<file path="config.mk">
export PLATFORM = sky130hd
export DESIGN_NAME = sstep_ctrl
export DESIGN_NICKNAME = d
export VERILOG_FILES = /design/src/rtl/sstep_pkg.sv /design/src/rtl/sstep_fsm.sv /design/src/rtl/sstep_excl.sv /design/src/rtl/sstep_synd.sv /design/src/rtl/sstep_ctrl.sv
export SDC_FILE = /design/constraint.sdc
export NUM_CORES = 1
export LEC_CHECK = 0
export BUFFER_PORTS_ARGS = -buffer_cell sky130_fd_sc_hd__buf_2
export CORE_MARGIN = 8
export CORE_UTILIZATION = 36
export DETAILED_ROUTE_END_ITERATION = 8
export MAX_ROUTING_LAYER = met4
export PLACE_DENSITY = 0.84
export SLEW_MARGIN = 20
export SYNTH_ARGS = -nofsm -noshare
export SYNTH_HDL_FRONTEND = slang
export SYNTH_SLANG_ARGS = --single-unit
</file>
<file path="constraint.sdc">
create_clock -name clk -period 2.7 [get_ports clk]
set_input_delay 0.54 -clock clk [delete_from_list [all_inputs] [get_ports clk]]
set_output_delay 0.54 -clock clk [all_outputs]
set_load 0.05 [all_outputs]
</file>
<file path="src/rtl/sstep_pkg.sv">
package sstep_pkg;

    typedef enum logic [1:0] {
        SS_IDLE  = 2'd0,
        SS_PEND  = 2'd1,
        SS_ARMED = 2'd2
    } ss_state_e;

    localparam int SS_EC_SAME     = 'h33;
    localparam int SS_EC_LOWER    = 'h32;
    localparam int SS_SYND_BASE   = 'h22;
    localparam int SS_STEPPED_BIT = 24;
    localparam int SS_EXCL_BIT    = 6;
    localparam int SS_HYP_EL      = 2;

endpackage

</file>
<file path="src/rtl/sstep_fsm.sv">
module sstep_fsm
    import sstep_pkg::*;
(
    input  logic      clk,
    input  logic      rst_n,
    input  logic      step_en,
    input  logic      dbg_mask,
    input  logic      eret_valid,
    input  logic      eret_saved_ss,
    input  logic      eret_src_dbg_en,
    input  logic      eret_dst_dbg_en,
    input  logic      eret_tgt_a64,
    input  logic      fetch_valid,
    output logic      eret_ss,
    output logic      fetch_eff,
    output logic      step_req,
    output logic      set_stepped,
    output logic      fetch_excl_clr,
    output ss_state_e state
);

    ss_state_e state_nxt;
    logic      arm;

    assign arm       = eret_valid & step_en & ~eret_src_dbg_en
                     & eret_dst_dbg_en & eret_tgt_a64;
    assign fetch_eff = fetch_valid & ~eret_valid;

    // next state
    always_comb begin
        state_nxt = state;
        if (arm) begin
            state_nxt = eret_saved_ss ? SS_ARMED : SS_PEND;
        end else if (fetch_eff) begin
            unique case (state)
                SS_IDLE:  state_nxt = SS_IDLE;
                SS_ARMED: state_nxt = (dbg_mask || !step_en) ? SS_IDLE : SS_PEND;
                SS_PEND:  state_nxt = SS_IDLE;
                default:  state_nxt = SS_IDLE;
            endcase
        end
    end

    // state register
    always_ff @(posedge clk or negedge rst_n) begin
        if (!rst_n) state <= SS_IDLE;
        else        state <= state_nxt;
    end

    // outputs
    always_comb begin
        eret_ss        = arm & eret_saved_ss;
        step_req       = 1'b0;
        set_stepped    = 1'b0;
        fetch_excl_clr = 1'b0;
        if (fetch_eff) begin
            unique case (state)
                SS_IDLE:  ;
                SS_ARMED: set_stepped = ~dbg_mask & step_en;
                SS_PEND: begin
                    step_req       = ~dbg_mask & step_en;
                    fetch_excl_clr = 1'b1;
                end
                default:  ;
            endcase
        end
    end


    arm_pend_chk: assert property (@(posedge clk) disable iff (!rst_n)
        (arm && !eret_saved_ss) |=> state == SS_PEND);


    fire_idle_chk: assert property (@(posedge clk) disable iff (!rst_n)
        step_req |=> state == SS_IDLE);


    run_drop_chk: assert property (@(posedge clk) disable iff (!rst_n)
        (fetch_eff && state == SS_ARMED && (dbg_mask || !step_en)) |=> state == SS_IDLE);


    idle_quiet_chk: assert property (@(posedge clk) disable iff (!rst_n)
        (state == SS_IDLE || eret_valid) |-> !step_req);

endmodule

</file>
<file path="src/rtl/sstep_excl.sv">
module sstep_excl (
    input  logic clk,
    input  logic rst_n,
    input  logic set_i,
    input  logic clr_i,
    output logic cur_o,
    output logic prev_o
);

    always_ff @(posedge clk or negedge rst_n) begin
        if (!rst_n) begin
            cur_o  <= 1'b0;
            prev_o <= 1'b0;
        end else if (set_i || clr_i) begin
            prev_o <= cur_o;
            cur_o  <= set_i;
        end
    end


    excl_shift_chk: assert property (@(posedge clk) disable iff (!rst_n)
        (set_i || clr_i) |=> (prev_o == $past(cur_o)) && (cur_o == $past(set_i)));

endmodule

</file>
<file path="src/rtl/sstep_synd.sv">
module sstep_synd
    import sstep_pkg::*;
#(
    parameter int EL_W   = 2,
    parameter int EC_W   = 6,
    parameter int SYND_W = 25
) (
    input  logic              clk,
    input  logic              rst_n,
    input  logic              stepped,
    input  logic              excl_prev,
    input  logic              exc_entry,
    input  logic              exc_ss_clears,
    input  logic              cur_ss,
    input  logic              el2_present,
    input  logic              nonsecure,
    input  logic [EL_W-1:0]   src_el,
    input  logic [EL_W-1:0]   dflt_tgt_el,
    input  logic              trap_general,
    input  logic              trap_debug,
    output logic              route_hyp,
    output logic [EC_W-1:0]   step_ec,
    output logic [SYND_W-1:0] step_syndrome,
    output logic              exc_saved_ss
);

    localparam logic [EL_W-1:0] HYP_EL = EL_W'(SS_HYP_EL);
    localparam logic [EL_W-1:0] EL_ONE = EL_W'(1);

    logic [EL_W-1:0] eff_tgt;

    always_comb begin
        route_hyp = el2_present & nonsecure & (src_el <= EL_ONE)
                  & (trap_general | trap_debug);
        eff_tgt   = route_hyp ? HYP_EL : dflt_tgt_el;
        step_ec   = (eff_tgt == src_el) ? EC_W'(SS_EC_SAME) : EC_W'(SS_EC_LOWER);
        step_syndrome = SYND_W'(SS_SYND_BASE);
        step_syndrome[SS_STEPPED_BIT] = stepped;
        step_syndrome[SS_EXCL_BIT]    = excl_prev;
        exc_saved_ss  = exc_entry & ~exc_ss_clears & cur_ss;
    end


    ec_range_chk: assert property (@(posedge clk) disable iff (!rst_n)
        (step_ec == EC_W'(SS_EC_SAME)) || (step_ec == EC_W'(SS_EC_LOWER)));


    route_gate_chk: assert property (@(posedge clk) disable iff (!rst_n)
        route_hyp |-> (el2_present && nonsecure && src_el <= EL_ONE));

endmodule

</file>
<file path="src/rtl/sstep_ctrl.sv">
module sstep_ctrl
    import sstep_pkg::*;
#(
    parameter int EL_W   = 2,
    parameter int EC_W   = 6,
    parameter int SYND_W = 25
) (
    input  logic              clk,
    input  logic              rst_n,
    input  logic              step_en,
    input  logic              dbg_mask,
    input  logic              eret_valid,
    input  logic              eret_saved_ss,
    input  logic              eret_src_dbg_en,
    input  logic              eret_dst_dbg_en,
    input  logic              eret_tgt_a64,
    output logic              eret_ss,
    input  logic              fetch_valid,
    output logic              step_req,
    output logic              bkpt_chk_en,
    output logic [1:0]        step_state,
    input  logic              excl_set,
    input  logic              excl_clr,
    input  logic              exc_entry,
    input  logic              exc_ss_clears,
    input  logic              cur_ss,
    output logic              exc_saved_ss,
    input  logic              el2_present,
    input  logic              nonsecure,
    input  logic [EL_W-1:0]   src_el,
    input  logic [EL_W-1:0]   dflt_tgt_el,
    input  logic              trap_general,
    input  logic              trap_debug,
    output logic              route_hyp,
    output logic [EC_W-1:0]   step_ec,
    output logic [SYND_W-1:0] step_syndrome
);

    ss_state_e state;
    logic      fetch_eff;
    logic      set_stepped;
    logic      fetch_excl_clr;
    logic      stepped;
    logic      excl_cur;
    logic      excl_prev;

    sstep_fsm u_fsm (
        .clk             (clk),
        .rst_n           (rst_n),
        .step_en         (step_en),
        .dbg_mask        (dbg_mask),
        .eret_valid      (eret_valid),
        .eret_saved_ss   (eret_saved_ss),
        .eret_src_dbg_en (eret_src_dbg_en),
        .eret_dst_dbg_en (eret_dst_dbg_en),
        .eret_tgt_a64    (eret_tgt_a64),
        .fetch_valid     (fetch_valid),
        .eret_ss         (eret_ss),
        .fetch_eff       (fetch_eff),
        .step_req        (step_req),
        .set_stepped     (set_stepped),
        .fetch_excl_clr  (fetch_excl_clr),
        .state           (state)
    );

    sstep_excl u_excl (
        .clk    (clk),
        .rst_n  (rst_n),
        .set_i  (excl_set),
        .clr_i  (excl_clr | fetch_excl_clr),
        .cur_o  (excl_cur),
        .prev_o (excl_prev)
    );

    sstep_synd #(
        .EL_W   (EL_W),
        .EC_W   (EC_W),
        .SYND_W (SYND_W)
    ) u_synd (
        .clk           (clk),
        .rst_n         (rst_n),
        .stepped       (stepped),
        .excl_prev     (excl_prev),
        .exc_entry     (exc_entry),
        .exc_ss_clears (exc_ss_clears),
        .cur_ss        (cur_ss),
        .el2_present   (el2_present),
        .nonsecure     (nonsecure),
        .src_el        (src_el),
        .dflt_tgt_el   (dflt_tgt_el),
        .trap_general  (trap_general),
        .trap_debug    (trap_debug),
        .route_hyp     (route_hyp),
        .step_ec       (step_ec),
        .step_syndrome (step_syndrome),
        .exc_saved_ss  (exc_saved_ss)
    );

    always_ff @(posedge clk or negedge rst_n) begin
        if (!rst_n)           stepped <= 1'b0;
        else if (exc_entry)   stepped <= 1'b0;
        else if (set_stepped) stepped <= 1'b1;
    end

    assign bkpt_chk_en = fetch_eff & ~step_req;
    assign step_state  = state;


    bkpt_mute_chk: assert property (@(posedge clk) disable iff (!rst_n)
        step_req |-> !bkpt_chk_en);


    stepped_clear_chk: assert property (@(posedge clk) disable iff (!rst_n)
        exc_entry |=> !stepped);


    excl_fire_chk: assert property (@(posedge clk) disable iff (!rst_n)
        (fetch_excl_clr && !excl_set) |=> !excl_cur);

endmodule

</file>
==> reports/results.ini <==
[status]
status = completed

[layout]
mostFrequentLayoutCells = buf_2 (32), conb_1 (28), dfrtp_1 (5), a21oi_1 (4)
fillers = 161
antenna_cells = 0
drive_gt1_frac = 0.4021
final_common_cell = buf_2
design_area_um2 = 635.6
area_growth_pct = 14.16
final_nets = 121

[setup_path]
start_kind = input port
cp.required_ps = 2160
reg2reg_from = u_fsm.state[0]
rrSetupSlack_ps = 1510
cp-end-kind = output pin
arrival_ps = 1350
r2r_cells = 3
r2r_end = u_excl.prev_o
crit_fanout = 3
setup.worst_path.end = eret_ss
startpoint = eret_src_dbg_en
criticalPathCategory = in -> out

[die]
die_width_um = 55.33
initial_core_util = 0.3784
die_area_mm2 = 0.003061
io_pins = 61
coreArea_mm2 = 0.001471
die_h_um = 55.33
rows = 14

[place]
post-dp-hpwl_um = 1330
numPortBuffers = 32
gp_congestion = 0.6893
place_area_um2 = 609.3

[synth]
yosysSeqAreaShare = 0.2247
synthesis.area_um2 = 556.8
synth_edf_count = 0
syn-instance-count = 65
ys.flop_type = dfrtp_1
syn_area_per_cell_um2 = 8.566
synth_top_area_share = 0.4045
synth-seq-cells = 5
netlist_top_cells_area = buf_4 (40%), dfrtp_1 (22%), nor2b_4 (4.9%), a21oi_1 (3.6%), a211oi_2 (2.2%)
yosysUniqueCellTypes = 24
yosysTopAreaCell = buf_4
ys_warn_count = 0
ys_async_sr_fraction = 1.000

[sta]
hold_viol_final = 0
setup_violations = 0
fmax_ghz = 0.5301
grt_setup_unrepaired = false
drv_slew = 0
tns_ps = 0
finalClockSkew_ps = 1.057
final.period_utilization = 0.6987
fin_crit_ps = 1887

[grt]
grt_max_degree = 6
grt_overflow = 0
grt_pass1_wl_um = 2242
use_met2 = 0.1763
grt_pass1_vias = 515
met1_usage = 0.06439
track_usage = 0.08923
grt_antenna_before_repair = 0
gr-usage-met3 = 0.04566
grt.busiest_layer = met2

[cts]
root_buffer = clkbuf_4
worstSkewPairLatency_ps = 240
htree_num_levels = 1
cts_resized = 0
post_cts_buffers = 0
cts_buffers = 3
clock_sinks = 5
cts_tree = yes
path_clk_slew_ps = 40
cts_hold_buf = 0
cts_buffer_depth = 2

[route]
drt_wl_total_um = 1440
drtPass1Iterations = 4
first_iter_violations = 3
wl_per_cell_um = 12.74
drt-vias-per-instance = 4.124
remaining_drc_errors = 0
vias = 466
ant_nets = 0

[pwr]
power_leakage_nw = 0.3858
p_per_area_mw_per_mm2 = 516.6
peakVddDrop_uv = 224.6

[worst_hold_path]
hp-class = in -> async

[run]
max_cap_viol_count = 0

[per-layer routing]
layer  wire (µm)  part of all wire  vias to the layer above
met5           0                 0                        -
met2         857              0.60                       34
met4          15             0.010                        0
met1         418              0.29                      210
met3         148              0.10                        2
li1            -                 -                      220
[sequential cells by signal, indices dropped and copies added, names as in the netlist]
signal,flops
u_excl.cur_o,1
stepped,1
u_excl.prev_o,1
u_fsm.state,2
[synthesized netlist by cell type (2+ instances only)]
library cell and count:
buf_4 30, dfrtp_1 5, a21oi_1 4, nand2_1 3
conb_1 2, nor2_1 2, nor2b_4 2
[worst min path at each step]
stage	startpoint	end	slack, ps
final	rst_n	u_fsm.state[1]	100
after global routing	rst_n	u_excl.cur_o	100
after CTS	rst_n	stepped	100
after detailed placement	rst_n	u_fsm.state[1]	360
after global placement	rst_n	u_fsm.state[1]	350
after floorplan	rst_n	stepped	240
[stage by stage]
stage          power, mW  hold slack, ps  cells  setup WS [ps]  utilization
6_report          0.3283           100.2    113          813.5       0.4320
2_1_floorplan     0.2456           244.4     91          592.8            -
3_3_place_gp      0.2384           352.9    109          851.7       0.4141
3_5_place_dp      0.2411           359.0    109          810.1       0.4141
5_1_grt           0.3457           97.33    113          761.4       0.4320
4_1_cts           0.3293           99.75    113          813.0       0.4320
[critical path: stages]
cell and delay, ps:
buf_2 90, and2b_1 200, and4_4 240, buf_2 270
[layout make-up]
class | instances | area [µm²] | share of cell area
Clock buffer | 4 | 26.28 | 0.04134
Inverter | 1 | 3.754 | 0.005906
Tap cell | 16 | 20.02 | 0.03150
Multi-Input combinational cell | 55 | 300.3 | 0.4724
Timing Repair Buffer | 32 | 160.2 | 0.2520
Sequential cell | 5 | 125.1 | 0.1969
[kinds of logic (layout without fill, tap and decap cells)]
kind of cell              Yosys count  count (layout)  share of synthesized area
AOI/OAI and AO/OA                   9               9                     0.1124
xor gates and xnor gates            1               1                    0.01573
buffers and inverters              31              37                     0.4112
DFF                                 5               5                     0.2247
muxes                               1               1                    0.02022
other                               2              28                    0.01349
and+or+nand+nor                    16              16                     0.2023
[power breakdown]
group | internal [mW] | switching [mW] | leakage [nW] | total, mW
registers | 0.0798 | 0.00338 | 0.0628 | 0.0831
clock network | 0.0559 | 0.0312 | 0.0150 | 0.0871
logic | 0.0273 | 0.131 | 0.308 | 0.158
Power figures use the tool's default switching activity.
